### src/rtl/bsg_pkg.sv
package bsg_pkg;

    // Array geometry
    localparam int ADDR_W     = 22;  // byte address width (4 MiB)
    localparam int BIG_LOG2   = 16;  // uniform sector size, log2
    localparam int SMALL_LOG2 = 12;  // smallest boot sector, log2
    localparam int BP_W       = 3;   // protect code width

    // Derived geometry
    localparam int BOOT_N = BIG_LOG2 - SMALL_LOG2 + 1;          // 5 boot sectors
    localparam int BIG_N  = (1 << (ADDR_W - BIG_LOG2)) - 1;     // 63 uniform sectors
    localparam int SECT_N = BOOT_N + BIG_N;                     // 68 sectors
    localparam int IDX_W  = $clog2(SECT_N);                     // 7
    localparam int HI_W   = ADDR_W - BIG_LOG2;                  // 6
    localparam int SPAN_W = ADDR_W + 1;                         // covers the full array size

    typedef enum logic [1:0] {
        KIND_PROG  = 2'b00,
        KIND_SERASE = 2'b01,
        KIND_CERASE = 2'b10,
        KIND_PWRITE = 2'b11
    } req_kind_e;

    typedef struct packed {
        logic [IDX_W-1:0]  idx;
        logic [ADDR_W-1:0] base;
        logic [ADDR_W-1:0] bytes;
    } sect_info_t;

    // Size of the protected region for a code, in bytes
    function automatic logic [SPAN_W-1:0] prot_span(input logic [BP_W-1:0] code);
        logic [SPAN_W-1:0] s;
        unique case (code)
            3'd0:    s = '0;
            3'd6:    s = SPAN_W'(1) << (ADDR_W - 1);
            3'd7:    s = SPAN_W'(1) << ADDR_W;
            default: s = SPAN_W'(1) << (SMALL_LOG2 - 1 + int'(code));
        endcase
        return s;
    endfunction

endpackage

### src/rtl/bsg_sector_lookup.sv
module bsg_sector_lookup
    import bsg_pkg::*;
(
    input  logic [ADDR_W-1:0] addr,
    input  logic              top_boot,
    output sect_info_t        phys,
    output logic [ADDR_W-1:0] mir_base
);

    // Work in the bottom-boot frame: a top-boot address is mirrored first
    logic [ADDR_W-1:0] m_addr;
    logic [HI_W-1:0]   m_hi;
    sect_info_t        m_info;
    logic [ADDR_W-1:0] m_last;

    assign m_addr = top_boot ? ~addr : addr;
    assign m_hi   = m_addr[ADDR_W-1:BIG_LOG2];

    always_comb begin
        m_info.idx   = '0;
        m_info.base  = '0;
        m_info.bytes = ADDR_W'(1) << SMALL_LOG2;
        if (m_hi != '0) begin
            m_info.idx   = IDX_W'(BOOT_N - 1) + IDX_W'(m_hi);
            m_info.base  = {m_hi, {BIG_LOG2{1'b0}}};
            m_info.bytes = ADDR_W'(1) << BIG_LOG2;
        end else begin
            // highest set bit in the boot window picks the boot sector
            for (int k = SMALL_LOG2; k < BIG_LOG2; k++) begin
                if (m_addr[k]) begin
                    m_info.idx   = IDX_W'(k - SMALL_LOG2 + 1);
                    m_info.base  = ADDR_W'(1) << k;
                    m_info.bytes = ADDR_W'(1) << k;
                end
            end
        end
    end

    assign m_last   = m_info.base + m_info.bytes - ADDR_W'(1);
    assign mir_base = m_info.base;

    always_comb begin
        phys.bytes = m_info.bytes;
        if (top_boot) begin
            phys.idx  = IDX_W'(SECT_N - 1) - m_info.idx;
            phys.base = ~m_last;
        end else begin
            phys.idx  = m_info.idx;
            phys.base = m_info.base;
        end
    end

endmodule

### src/rtl/bsg_prot_decode.sv
module bsg_prot_decode
    import bsg_pkg::*;
(
    input  logic [BP_W-1:0]   bp_code,
    output logic [SPAN_W-1:0] span
);

    assign span = prot_span(bp_code);

endmodule

### src/rtl/bsg_verdict.sv
module bsg_verdict
    import bsg_pkg::*;
(
    input  logic              clk,
    input  logic              rst,
    input  logic              req_valid,
    input  logic [1:0]        req_kind,
    input  logic [BP_W-1:0]   bp_code,
    input  logic [ADDR_W-1:0] mir_base,
    input  logic [SPAN_W-1:0] span,
    input  logic              prot_lock,
    input  logic              guard_n,
    output logic              resp_valid,
    output logic              resp_allow
);

    req_kind_e kind;
    logic      hit;
    logic      allow_d;

    assign kind = req_kind_e'(req_kind);
    // The mirrored base sits in the frame where protection grows from 0
    assign hit  = {1'b0, mir_base} < span;

    always_comb begin
        unique case (kind)
            KIND_PROG, KIND_SERASE: allow_d = !hit;
            KIND_CERASE:            allow_d = (bp_code == '0);
            KIND_PWRITE:            allow_d = !(prot_lock && !guard_n);
            default:                allow_d = 1'b0;
        endcase
    end

    always_ff @(posedge clk) begin
        if (rst) begin
            resp_valid <= 1'b0;
            resp_allow <= 1'b0;
        end else begin
            resp_valid <= req_valid;
            resp_allow <= req_valid && allow_d;
        end
    end

    assert_resp_timing_R9: assert property (@(posedge clk) disable iff (rst)
        req_valid |=> resp_valid);

    assert_resp_cause_R9: assert property (@(posedge clk) disable iff (rst)
        resp_valid |-> $past(req_valid));

    assert_chip_erase_R7: assert property (@(posedge clk) disable iff (rst)
        (resp_valid && $past(req_kind) == KIND_CERASE && $past(bp_code) != '0) |-> !resp_allow);

    assert_lock_R8: assert property (@(posedge clk) disable iff (rst)
        (resp_valid && $past(req_kind) == KIND_PWRITE && $past(prot_lock) && !$past(guard_n))
            |-> !resp_allow);

    assert_region_R6: assert property (@(posedge clk) disable iff (rst)
        (resp_valid && !$past(req_kind[1]) && $past(hit)) |-> !resp_allow);

endmodule

### src/rtl/bootsec_wr_guard.sv
module bootsec_wr_guard
    import bsg_pkg::*;
(
    input  logic              clk,
    input  logic              rst,
    input  logic              req_valid,
    input  logic [1:0]        req_kind,
    input  logic [ADDR_W-1:0] req_addr,
    input  logic [BP_W-1:0]   bp_code,
    input  logic              top_boot,
    input  logic              prot_lock,
    input  logic              guard_n,
    output logic              resp_valid,
    output logic              resp_allow,
    output logic [IDX_W-1:0]  sect_idx,
    output logic [ADDR_W-1:0] sect_base,
    output logic [ADDR_W-1:0] sect_bytes
);

    sect_info_t        phys;
    logic [ADDR_W-1:0] mir_base;
    logic [SPAN_W-1:0] span;

    bsg_sector_lookup u_lookup (
        .addr     (req_addr),
        .top_boot (top_boot),
        .phys     (phys),
        .mir_base (mir_base)
    );

    bsg_prot_decode u_decode (
        .bp_code (bp_code),
        .span    (span)
    );

    bsg_verdict u_verdict (
        .clk        (clk),
        .rst        (rst),
        .req_valid  (req_valid),
        .req_kind   (req_kind),
        .bp_code    (bp_code),
        .mir_base   (mir_base),
        .span       (span),
        .prot_lock  (prot_lock),
        .guard_n    (guard_n),
        .resp_valid (resp_valid),
        .resp_allow (resp_allow)
    );

    assign sect_idx   = phys.idx;
    assign sect_base  = phys.base;
    assign sect_bytes = phys.bytes;

    assert_pow2_size_R3: assert property (@(posedge clk) disable iff (rst)
        $countones(sect_bytes) == 1);

    assert_contains_addr_R3: assert property (@(posedge clk) disable iff (rst)
        (req_addr >= sect_base) && ((req_addr - sect_base) < sect_bytes));

    assert_index_range_R1: assert property (@(posedge clk) disable iff (rst)
        sect_idx < IDX_W'(SECT_N));

    assert_reset_clear_R10: assert property (@(posedge clk)
        $past(rst) |-> (!resp_valid && !resp_allow));

endmodule

### config.mk
export PLATFORM = sky130hd
export DESIGN_NAME = bootsec_wr_guard
export DESIGN_NICKNAME = d
export VERILOG_FILES = /design/src/rtl/bsg_pkg.sv /design/src/rtl/bsg_sector_lookup.sv /design/src/rtl/bsg_prot_decode.sv /design/src/rtl/bsg_verdict.sv /design/src/rtl/bootsec_wr_guard.sv
export SDC_FILE = /design/constraint.sdc
export NUM_CORES = 1
export LEC_CHECK = 0
export ABC_CLOCK_PERIOD_IN_PS = 3600
export BUFFER_PORTS_ARGS = -buffer_cell sky130_fd_sc_hd__buf_2
export CAP_MARGIN = 20
export CORE_ASPECT_RATIO = 1.2
export CORE_MARGIN = 2
export CORE_UTILIZATION = 36
export CTS_CLUSTER_DIAMETER = 150
export CTS_CLUSTER_SIZE = 16
export DETAILED_ROUTE_END_ITERATION = 8
export PLACE_DENSITY = 0.7
export SLEW_MARGIN = 5
export SYNTH_ARGS = -nofsm -noshare
export SYNTH_HDL_FRONTEND = slang
export SYNTH_SLANG_ARGS = --single-unit
### constraint.sdc
create_clock -name clk -period 3.6 [get_ports clk]
set_clock_uncertainty 0.1 [all_clocks]
set_input_delay 0.18 -clock clk [delete_from_list [all_inputs] [get_ports clk]]
set_output_delay 0.18 -clock clk [all_outputs]
set_load 0.1 [all_outputs]
Yosys cells after proc, flatten, opt, wreduce, memory -nomap -nowiden
Cells that the tools add are included.
{"block": "word_totals", "reg_bits": 2, "latch_bits": 0, "ram_bits": 0, "rom_bits": 0, "inputBits": 33, "output_inout_bits": 53, "elab_cells": 34, "memories": 0}
{"block": "op_classes", "n_addsub": 5, "multipliers": 0, "div_mod_pow": 0, "order_cmp": 1, "eq_ne": 5, "shifts": 1, "mux": 9, "n_bitwise": 2, "reduce_logical": 9}
{"operator": "46-bit two-way mux", "n": 2}
{"operator": "23-bit case mux with 3 select lines", "n": 1}
{"operator": "51-bit two-way mux", "n": 1}
{"operator": "47-bit two-way mux", "n": 1}
{"operator": "45-bit two-way mux", "n": 1}
{"operator": "22-bit NOT", "n": 2}
{"operator": "1-bit by 32-bit left shift with 23-bit output, first input constant", "n": 1}
{"operator": "29-bit two-way mux", "n": 1}
{"operator": "22-bit by 23-bit < comparator with 1-bit output", "n": 1}
{"operator": "22-bit adder", "n": 1}
{"operator": "22-bit two-way mux", "n": 1}
{"operator": "22-bit by 1-bit subtractor with 22-bit output, second input constant", "n": 1}
{"operator": "3-bit by 6-bit adder with 7-bit output, first input constant", "n": 1}
{"operator": "7-bit subtractor, first input constant", "n": 1}
{"operator": "3-bit equality test, second input constant", "n": 2}
{"operator": "6-bit nonzero test", "n": 1}
{"operator": "4-bit by 3-bit adder with 5-bit output, first input constant", "n": 1}
{"operator": "2-bit equality test, second input constant", "n": 2}
{"operator": "1-bit logical NOT", "n": 3}
{"operator": "3-bit logical NOT", "n": 1}
{"operator": "1-bit case mux with 3 select lines", "n": 1}
{"operator": "2-bit by 1-bit equality test with 1-bit output, second input constant", "n": 1}
{"operator": "1-bit logical AND", "n": 2}
{"operator": "2-bit logical NOT", "n": 1}
{"operator": "2-bit OR reduction", "n": 1}

Longest topological paths before layout
Gate-level depths: netlist (run 1).
{"block": "logic_depth", "depth_word": 11, "mapped_depth": 14, "ltp_nobuf": 13}

Modules after synthesis
Synthesis (run 1) repeated with hierarchy kept, for this count alone.
{"block": "unflattened", "cells_unflattened": 325, "hier_area_um2": 2282.2}
{"mod": "bsg_sector_lookup", "n_inst": 1, "cells_per_inst": 210, "area_per_inst_um2": 1447.6, "seq_area_each_um2": 0.0}
{"mod": "bsg_verdict", "n_inst": 1, "cells_per_inst": 81, "area_per_inst_um2": 604.3, "seq_area_each_um2": 40.0}
{"mod": "bsg_prot_decode", "n_inst": 1, "cells_per_inst": 34, "area_per_inst_um2": 230.2, "seq_area_each_um2": 0.0}

Worst setup path after synthesis (run 1)
Ideal clock, no wire load.
{"block": "synth_timing", "path_type": "input to output", "start": "input req_addr[21]", "end": "output sect_base[20]", "arrival_time_ps": 4261, "t_required_ps": 3320, "slack_ps": -941, "cell_stages": 13, "path_buffers": 1, "path_cell_list": "buf_2 > nor4_2 > nand2_1 > a21oi_4 > nand2_1 > inv_1 > ha_1 > ha_1 > a21oi_1 > o21ai_0 > a21oi_1 > xnor2_1 > a21oi_1"}
{"block": "synth_between", "elab_chain_cells": 8}
{"element": "start: declaration", "line_no": "bootsec_wr_guard.sv:8", "text": "input logic [ADDR_W-1:0] req_addr,"}
{"element": "22-bit NOT", "line_no": "bsg_sector_lookup.sv:16", "text": "assign m_addr = top_boot ? ~addr : addr;"}
{"element": "22-bit two-way mux (*)", "line_no": "bsg_sector_lookup.sv:16"}
{"element": "6-bit nonzero test (*)", "line_no": "bsg_sector_lookup.sv:23", "text": "if (m_hi != '0) begin"}
{"element": "51-bit two-way mux (*)", "line_no": "bsg_sector_lookup.sv:23"}
{"element": "named net sect_bytes[13]", "line_no": "bootsec_wr_guard.sv:17", "text": "output logic [ADDR_W-1:0] sect_bytes"}
{"element": "22-bit adder (*)", "line_no": "bsg_sector_lookup.sv:39", "text": "assign m_last = m_info.base + m_info.bytes - ADDR_W'(1);"}
{"element": "22-bit by 1-bit subtractor with 22-bit output (*)", "line_no": "bsg_sector_lookup.sv:39"}
{"element": "22-bit NOT (*)", "line_no": "bsg_sector_lookup.sv:46", "text": "phys.base = ~m_last;"}
{"element": "29-bit two-way mux (*)", "line_no": "bsg_sector_lookup.sv:44", "text": "if (top_boot) begin"}
{"element": "end: declaration", "line_no": "bootsec_wr_guard.sv:16", "text": "output logic [ADDR_W-1:0] sect_base,"}
Mark *: on every way through the listed nets, which the timed path passes. The rest lies on a longest branch.

Final worst setup path (run 1)
{"block": "layout_timing", "start": "input req_addr[21]", "end": "output sect_base[21]"}
{"block": "layout_between", "elab_chain_cells": 8}
{"element": "22-bit NOT", "line_no": "bsg_sector_lookup.sv:16"}
{"element": "22-bit two-way mux (*)", "line_no": "bsg_sector_lookup.sv:16"}
{"element": "6-bit nonzero test", "line_no": "bsg_sector_lookup.sv:23"}
{"element": "51-bit two-way mux (*)", "line_no": "bsg_sector_lookup.sv:23"}
{"element": "22-bit adder", "line_no": "bsg_sector_lookup.sv:39"}
{"element": "22-bit by 1-bit subtractor with 22-bit output", "line_no": "bsg_sector_lookup.sv:39"}
{"element": "22-bit NOT", "line_no": "bsg_sector_lookup.sv:46"}
{"element": "29-bit two-way mux (*)", "line_no": "bsg_sector_lookup.sv:44"}
Every way passes the cells marked *; elsewhere a longest branch is shown, timed or not.

==> results of run 1 <==
## sequential cells by signal, summed over array words and instances, names as in the netlist
signal and cells:
u_verdict.resp_allow 1, u_verdict.resp_valid 1
## cells by family (layout without fill, tap and decap cells)
group / Yosys count / count (layout) / share of synthesized area
compound gates: 49 / 49 / 0.2006
buf+inv: 58 / 73 / 0.2173
other cells: 2 / 32 / 0.004760
flops: 2 / 2 / 0.02538
mux: 2 / 2 / 0.01348
simple gates: 76 / 76 / 0.2435
fa+ha+maj: 24 / 24 / 0.1951
xor+xnor: 18 / 18 / 0.09993
## where the power goes
part | internal (mW) | switching, mW
Clock | 0.0705 | 0.0151
Combinational | 0.147 | 0.430
Sequential | 0.0238 | 0.000282
Total | 0.241 | 0.445
## worst max-delay path, cell delays in order
cell	delay (ns)
buf_2	0.17
nand2_1	0.10
or2_1	0.28
a21oi_4	0.19
buf_4	0.15
inv_4	0.03
fa_1	0.49
inv_1	0.04
ha_1	0.33
nand3_1	0.12
a211oi_2	0.30
buf_4	0.17
nor4_1	0.04
a21oi_1	0.13
a32o_2	0.21
buf_12	0.17
## through the flow
| stage | area (um^2) | setup WS [ns] | hold WS, ns | util |
|---|---|---|---|---|
| global placement | 1888 | 0.2128 | 0.2519 | 0.4465 |
| global route | 1952 | 0.02088 | 0.05799 | 0.4615 |
| floorplan | 1732 | -0.3318 | 0.1597 | - |
| CTS | 1929 | 0.1622 | 0.04391 | 0.4562 |
| detailed placement | 1888 | 0.1697 | 0.2599 | 0.4465 |
| finish | 1952 | 0.2166 | 0.04455 | 0.4615 |
## what timing repair did
action,in CTS,in global routing
resized for setup,0,2
buffers inserted,0,2
endpoints found under the setup margin,0,1
hold buffers,0,0
hold endpoints to repair,0,0
## cell type report
class                      instances  area [um^2]  share of cell area
clock buffer                       3        41.29             0.02115
sequential                         2        40.04             0.02051
multi-input combinational        201         1356              0.6949
tap                               56        70.07             0.03590
inverter                          17        66.31             0.03397
timing repair buffer              53        377.9              0.1936
## cell usage in the layout (no fill, tap or decap), drive strengths merged, types with 4 or more instances in the layout
master	instances
buf	53
conb	32
ha	23
a21oi	20
nand2	19
nor2	17
inv	17
nand3	11
xnor2	9
xor2	9
o21ai	8
nand4	5
nor3	5
a21o	4
## routing by layer
layer,routed length [um],share of wire,vias up,track usage
met1,1536,0.44,727,0.1817
li1,-,-,831,-
met2,1760,0.51,56,0.2583
met3,178,0.051,0,0.004431
met4,0,0,0,0.006383
met5,0,0,-,0
## worst min-delay path by stage
stage | endpoint | slack (ns) | cells after the start
after global placement | u_verdict.resp_valid | 0.25 | 2
after floorplan | u_verdict.resp_valid | 0.16 | 1
after detailed placement | u_verdict.resp_valid | 0.26 | 2
final | u_verdict.resp_valid | 0.04 | 2
after global routing | u_verdict.resp_valid | 0.06 | 2
after CTS | u_verdict.resp_valid | 0.04 | 2
==> out/qor.yml, run 1 <==
dp.cells: 327
startpoint: "req_addr[21]"
wire_per_inst_um: 10.47
yosysWarnings: 0
worstSetupEndpoint: "sect_base[21]"
initial_core_util: 0.3731
maxSlewViolCount: 0
clock_sinks: 2
final_hold_viol_count: 0
grt_pass1_vias: 1412
drive_above_1_share: 0.2681
clock-root-buffer: "clkbuf_8"
cp.required_ns: 3.32
fp.dieW_um: 64.44
hp-class: "in2reg"
core_area_um2: 4229
die_h_um: 76.52
num_antenna_cells: 0
nets: 335
fmax_ghz: 0.2956
ys_seq_elements: 2
grt_start_max_net_pins: 17
critPathMaxFanout: 6
p_leak_nw: 1.015
routed-via-count: 1614
vias_per_cell: 4.861
cts_made_buffers: 3
synth_top_cell_area_share: 0.1824
hpwl_um: 2919
fillers: 435
period_share: 0.9398
setup_tns_ns: 0
netlist_top_cells_count: "buf_4 (29), ha_1 (23), nand2_1 (19)"
endpoint_kind: "primary output"
synth_async_sr_flop_share: 0
cts_tree: "done"
grt_pass1_wl_um: 5858
synthFlopType: "dfxtp_1"
grt_setup_unrepaired: "no"
synth_edf_count: 0
syn_area_per_cell_um2: 6.830
die_area_um2: 4931
vdd_drop_max_v: 0.0002365
clock_path_buffers: 2
synthMostInstantiatedCell: "buf_4"
num_rows: 26
netlist_area_um2: 1578
status: "finished clean"
ys_types: 49
track_usage: 0.1380
ant_nets: 0
clkTransAtPathRegs_ns: 0.03
syn_to_final_growth_pct: 23.71
drc: 0
synthTopCellsByArea: "ha_1 (18%), buf_4 (14%), a21oi_1 (5.7%)"
hp-start: "rst"
route.final.wire_length_um: 3475
fin_crit_ns: 3.383
antenna_found_initial: 0
p_per_area_nw_per_um2: 351.6
htree_levels: 1
dr.pass1.iters: 4
gp_congestion: 0.8111
ios: 86
total_power_mw: 0.6863
crit_arrival_ns: 3.10
dr.first_iter.drc_count: 104
port_buffers: 44
cp-start-kind: "input port"
yosysTopAreaCell: "ha_1"
synthCells: 231
drv_cap: 0
grt-ovfl-total: 0
final_cell_count_no_fill: 332
finalSetupViolations: 0
synth_seq_area_share: 0.02538
crit_type: "in2out"
(Power assumes the default switching activity.)
==> inputs of run 2 (changes only) <==
--- a/config.mk
+++ b/config.mk
@@ -10,11 +10,11 @@
 export CAP_MARGIN = 20
 export CORE_ASPECT_RATIO = 1.2
 export CORE_MARGIN = 2
-export CORE_UTILIZATION = 36
+export CORE_UTILIZATION = 34
 export CTS_CLUSTER_DIAMETER = 150
 export CTS_CLUSTER_SIZE = 16
 export DETAILED_ROUTE_END_ITERATION = 8
-export PLACE_DENSITY = 0.7
+export PLACE_DENSITY = 0.67
 export SLEW_MARGIN = 5
 export SYNTH_ARGS = -nofsm -noshare
 export SYNTH_HDL_FRONTEND = slang
==> run 2 against run 1 <==
- worst setup slack worse by 0.043 ns
- sequential power hardly changed
- sequential cell count stayed put
- via count fell by 0.50%
- non-clock buffer count unchanged
- critical path type unchanged
- critical endpoint unchanged
- largest power group unchanged
==> out/qor.yml, run 2 (synthesis results as in run 1) <==
gp_congestion: 0.8206  # was 0.8111
cts_made_buffers: 3  # unchanged
path_cells: "buf_2, nor4_2, nand2_1, a21oi_4, nand2_1, fa_1, inv_1, ha_1, nand3_1, a211oi_2, buf_4, nor4_1, a21oi_1, a32o_2, buf_12"  # was buf_2, nand2_1, or2_1, a21oi_4, buf_4, inv_4, fa_1, inv_1, ha_1, nand3_1, a211oi_2, buf_4, nor4_1, a21oi_1, a32o_2, buf_12
syn_to_final_growth_pct: 23.39  # was 23.71%
final_cell_area_um2: 1947  # was 1952 um^2
final_common_cell: "buf_2"  # unchanged
clock_path_buffers: 2  # unchanged
vias_per_cell: 4.808  # was 4.861
track_usage: 0.1262  # was 0.1380
endpoint_kind: "primary output"  # unchanged
status: "finished clean"  # unchanged
p_switching_mw: 0.4454  # was 0.4453 mW
crit_slowest_cell: "fa_1"  # unchanged
routed-via-count: 1606  # was 1614
cts_setup_buffers: 0  # unchanged
period_share: 0.9517  # was 0.9398
grt_setup_unrepaired: "no"  # unchanged
dr.pass1.iters: 4  # unchanged
drive_above_1_share: 0.2609  # was 0.2681
num_rows: 27  # was 26
crit_top_cell: "nand2_1"  # was buf_4
final_cell_mix: "buf_2 (38), conb_1 (32), ha_1 (23)"  # unchanged
clkTransAtPathRegs_ns: 0.03  # about the same
maxSlewViolCount: 0  # unchanged
seqPwrFrac: 0.035  # about the same
antenna_found_initial: 0  # unchanged
hp-class: "in2reg"  # unchanged
p_int_mw: 0.2435  # was 0.2410 mW
p_sw_frac: 0.6465  # was 0.6488
fin_crit_ns: 3.426  # was 3.383 ns
vdd_drop_max_v: 0.0001987  # was 0.0002365 V
fp.dieW_um: 66.19  # was 64.44 um
crit_type: "in2out"  # unchanged
post_cts_resized: 0  # unchanged
grt_pass1_vias: 1287  # was 1412
placed_area_um2: 1906  # was 1888 um^2
largestRegisters: "u_verdict.resp_allow: 1 flops, u_verdict.resp_valid: 1 flops"  # unchanged
wire_per_inst_um: 10.59  # was 10.47 um
grt_start_max_net_pins: 22  # was 17
port_buffers: 44  # unchanged
ant_nets: 0  # unchanged
use_met3: 0.01289  # was 0.004431
p_comb_frac: 0.840  # about the same
initial_core_util: 0.3485  # was 0.3731
final_hold_viol_count: 0  # unchanged
grt-ovfl-total: 0  # unchanged
clock-root-buffer: "clkbuf_8"  # unchanged
p_leak_nw: 1.011  # was 1.015 nW
ios: 86  # unchanged
p_clk_frac: 0.125  # about the same
die_h_um: 78.62  # was 76.52 um
cp-start-kind: "input port"  # unchanged
finalSetupViolations: 0  # unchanged
fmax_ghz: 0.2919  # was 0.2956 GHz
cp.required_ns: 3.32  # about the same
p_per_area_nw_per_um2: 353.9  # was 351.6 nW/um^2
drc: 0  # unchanged
cts_tree: "done"  # unchanged
hold_buffers: 0  # unchanged
grt_pass1_wl_um: 5485  # was 5858 um
max_stage_delay_ns: 0.56  # was 0.49 ns
core_area_um2: 4527  # was 4229 um^2
clock_sinks: 2  # unchanged
hpwl_um: 2959  # was 2919 um
nets: 335  # unchanged
num_antenna_cells: 0  # unchanged
final_cell_count_no_fill: 334  # was 332
crit_arrival_ns: 3.15  # was 3.10 ns
dp.cells: 331  # was 327
route.final.wire_length_um: 3538  # was 3475 um
die_area_um2: 5203  # was 4931 um^2
fillers: 498  # was 435
htree_levels: 1  # unchanged
use_met2: 0.2200  # was 0.2583
top_usage_layer: "met2"  # unchanged
grtUsageMet1: 0.1728  # was 0.1817
drv_cap: 0  # unchanged
critPathMaxFanout: 6  # unchanged
dr.first_iter.drc_count: 90  # was 104
-- run 2: final timing paths --
kind | start | endpoint | slack (ns) | cells after the start
setup / recovery | req_addr[21] | sect_base[21] | 0.17 | 15
hold / removal | rst | u_verdict.resp_valid | 0.04 | 2
-- run 2: power groups by stage --
stage / Combinational (mW) / Clock [mW] / Sequential (mW)
after floorplan: 0.481 / 0 / 0.0351
after global placement: 0.574 / 0 / 0.0244
after detailed placement: 0.579 / 0 / 0.0245
after CTS: 0.580 / 0.0898 / 0.0242
after global routing: 0.610 / 0.0929 / 0.0243
final: 0.579 / 0.0860 / 0.0241
-- run 2: layer usage --
metal / vias up / share of wire
met4: 0 / 0
met5: - / 0
met2: 53 / 0.49
met1: 718 / 0.46
met3: 0 / 0.050
li1: 835 / -
-- run 2: critical path: cells and delay by family --
family / cells / cell delay (ns)
AO/OA/AOI/OAI: 4 / 0.84
adder cells (fa/ha/maj): 2 / 0.90
buffers and inverters: 4 / 0.54
AND/OR/NAND/NOR: 5 / 0.70
-- run 2: through the flow --
stage / TNS [ns] / hold WS, ns / utilization / setup slack, ns / power, mW
global route: 0 / 0.04898 / 0.4301 / 0.005165 / 0.7268
global placement: 0 / 0.2552 / 0.4210 / 0.2169 / 0.5988
CTS: 0 / 0.03953 / 0.4301 / 0.1507 / 0.6943
finish: 0 / 0.04082 / 0.4301 / 0.1740 / 0.6889
floorplan: -0.3765 / 0.1597 / - / -0.3318 / 0.5163
detailed placement: 0 / 0.2574 / 0.4210 / 0.1598 / 0.6038
-- run 2: layout make-up --
cell class,instances,area [um^2],area share
clock buffers,3,41.29,0.02121
multi-input cells,201,1349,0.6928
repair buffers,53,377.9,0.1941
flip-flops and latches,2,40.04,0.02057
well taps,58,72.57,0.03728
inverters,17,66.31,0.03406
==> inputs of run 3 (changes only) <==
--- a/config.mk
+++ b/config.mk
@@ -8,13 +8,13 @@
 export ABC_CLOCK_PERIOD_IN_PS = 3600
 export BUFFER_PORTS_ARGS = -buffer_cell sky130_fd_sc_hd__buf_2
 export CAP_MARGIN = 20
-export CORE_ASPECT_RATIO = 1.2
+export CORE_ASPECT_RATIO = 1.25
 export CORE_MARGIN = 2
 export CORE_UTILIZATION = 34
 export CTS_CLUSTER_DIAMETER = 150
 export CTS_CLUSTER_SIZE = 16
 export DETAILED_ROUTE_END_ITERATION = 8
-export PLACE_DENSITY = 0.67
+export PLACE_DENSITY = 0.73
 export SLEW_MARGIN = 5
 export SYNTH_ARGS = -nofsm -noshare
 export SYNTH_HDL_FRONTEND = slang
==> run 3 against run 2 <==
- via count increased by 0.93%
- sequential cell count unchanged
- utilization increased by 1.3 points
- worst hold slack about the same
- cell count up 0.30%
- combinational power barely moved
- die area about the same
- critical path type unchanged
- largest power group unchanged
==> out/qor.yml, run 3 (synthesis results as in run 1) <==
status: "finished clean"  # unchanged
dp.cells: 330  # was 331
hold_buffers: 0  # unchanged
clock-root-buffer: "clkbuf_8"  # unchanged
gp_congestion: 0.8472  # was 0.8206
num_antenna_cells: 0  # unchanged
grt_start_max_net_pins: 18  # was 22
routed-via-count: 1621  # was 1606
ant_nets: 0  # unchanged
p_leak_nw: 1.019  # was 1.011 nW
final_hold_viol_count: 0  # unchanged
p_per_area_nw_per_um2: 350.7  # was 353.9 nW/um^2
final_cell_mix: "buf_2 (38), conb_1 (32), ha_1 (23)"  # unchanged
drc: 0  # unchanged
crit_type: "in2out"  # unchanged
dr.first_iter.drc_count: 117  # was 90
fmax_ghz: 0.2953  # was 0.2919 GHz
clkTransAtPathRegs_ns: 0.03  # about the same
largestRegisters: "u_verdict.resp_allow: 1 flops, u_verdict.resp_valid: 1 flops"  # unchanged
route.final.wire_length_um: 3472  # was 3538 um
cp.required_ns: 3.32  # about the same
fin_crit_ns: 3.387  # was 3.426 ns
post-route-util: 0.4427  # was 0.4301
hp-class: "in2reg"  # unchanged
num_rows: 27  # unchanged
dr.pass1.iters: 4  # unchanged
cts_made_buffers: 3  # unchanged
hpwl_um: 2947  # was 2959 um
clock_path_buffers: 2  # unchanged
hold_end: "u_verdict.resp_valid"  # unchanged
ios: 86  # unchanged
track_usage: 0.1309  # was 0.1262
antenna_found_initial: 0  # unchanged
fp.dieW_um: 64.93  # was 66.19 um
vdd_drop_max_v: 0.0002140  # was 0.0001987 V
grt_setup_unrepaired: "no"  # unchanged
port_buffers: 44  # unchanged
grt_pass1_wl_um: 5658  # was 5485 um
setup_slack_ns: 0.2131  # was 0.1740 ns
grt_pass1_vias: 1323  # was 1287
critPathMaxFanout: 8  # was 6
period_share: 0.9408  # was 0.9517
grt-ovfl-total: 0  # unchanged
cts_tree: "done"  # unchanged
hp-start: "rst"  # unchanged
drive_above_1_share: 0.2671  # was 0.2609
die_area_um2: 5205  # was 5203 um^2
drv_cap: 0  # unchanged
final_common_cell: "buf_2"  # unchanged
endpoint_kind: "primary output"  # unchanged
nets: 336  # was 335
syn_to_final_growth_pct: 24.19  # was 23.39%
maxSlewViolCount: 0  # unchanged
timing.hold.ws_ns: 0.04054  # was 0.04082 ns
die_h_um: 80.16  # was 78.62 um
clock_sinks: 2  # unchanged
pre_cts_ws_ns: 0.1534  # was 0.1598 ns
vias_per_cell: 4.839  # was 4.808
initial_core_util: 0.3565  # was 0.3485
final_cell_count_no_fill: 335  # was 334
crit_arrival_ns: 3.11  # was 3.15 ns
min_path_cells: 2  # unchanged
cp-start-kind: "input port"  # unchanged
wire_per_inst_um: 10.36  # was 10.59 um
finalSetupViolations: 0  # unchanged
core_area_um2: 4425  # was 4527 um^2
htree_levels: 1  # unchanged
-- run 3: cell count changes in the layout (fill, tap and decap cells not counted) --
cell    previous run  this run
buf_4              9        10
nor3_1             5         4
nor3_2             0         1
-- run 3: layout make-up --
cell class / count / area (um^2)
clock buffers: 3 / 41.29
fillers: 477 / 2466
inverters: 17 / 66.31
multi-input cells: 201 / 1354
flip-flops and latches: 2 / 40.04
well taps: 58 / 72.57
repair buffers: 54 / 385.4
-- run 3: critical path, cell delays in order --
cell	delay, ns
buf_2	0.18
nand4_1	0.10
or2_1	0.26
a21oi_4	0.21
nand2_1	0.14
fa_1	0.55
inv_1	0.04
ha_1	0.34
nand3_1	0.12
a211oi_2	0.23
buf_4	0.17
nor4_1	0.04
a21oi_1	0.14
a32o_2	0.22
buf_12	0.18
-- run 3: metal layers --
metal / share of wire / global-route usage / vias up
met5: 0 / 0 / -
met4: 0 / 0.01277 / 0
met3: 0.057 / 0.01681 / 0
met2: 0.50 / 0.2474 / 54
met1: 0.44 / 0.1607 / 734
li1: - / - / 833
-- run 3: worst max path at each step --
stage / depth (start not counted) / to / from / slack [ns]
finish: 15 / sect_base[21] / req_addr[18] / 0.21
global route: 15 / sect_base[21] / req_addr[21] / 0.03
CTS: 15 / sect_base[21] / req_addr[21] / 0.15
detailed placement: 15 / sect_base[21] / req_addr[21] / 0.15
global placement: 15 / sect_base[21] / req_addr[21] / 0.17
floorplan: 14 / sect_base[20] / top_boot / -0.33
-- run 3: stage by stage --
| step | setup TNS, ns | instance area (um^2) | power (mW) |
|---|---|---|---|
| global route | 0 | 1959 | 0.7282 |
| global placement | 0 | 1898 | 0.5964 |
| CTS | 0 | 1939 | 0.6914 |
| finish | 0 | 1959 | 0.6871 |
| floorplan | -0.3765 | 1732 | 0.5163 |
| detailed placement | 0 | 1898 | 0.6023 |
-- run 3: where the power goes --
part | switching, mW | internal, mW
clock | 0.0149 | 0.0705
sequential | 0.000395 | 0.0238
combinational | 0.429 | 0.148
total | 0.445 | 0.242
-- run 3: what timing repair did --
| action | CTS | global route |
|---|---|---|
| endpoints found under the setup margin | 0 | 1 |
| gates resized for setup | 0 | 1 |
| setup buffers | 0 | 2 |
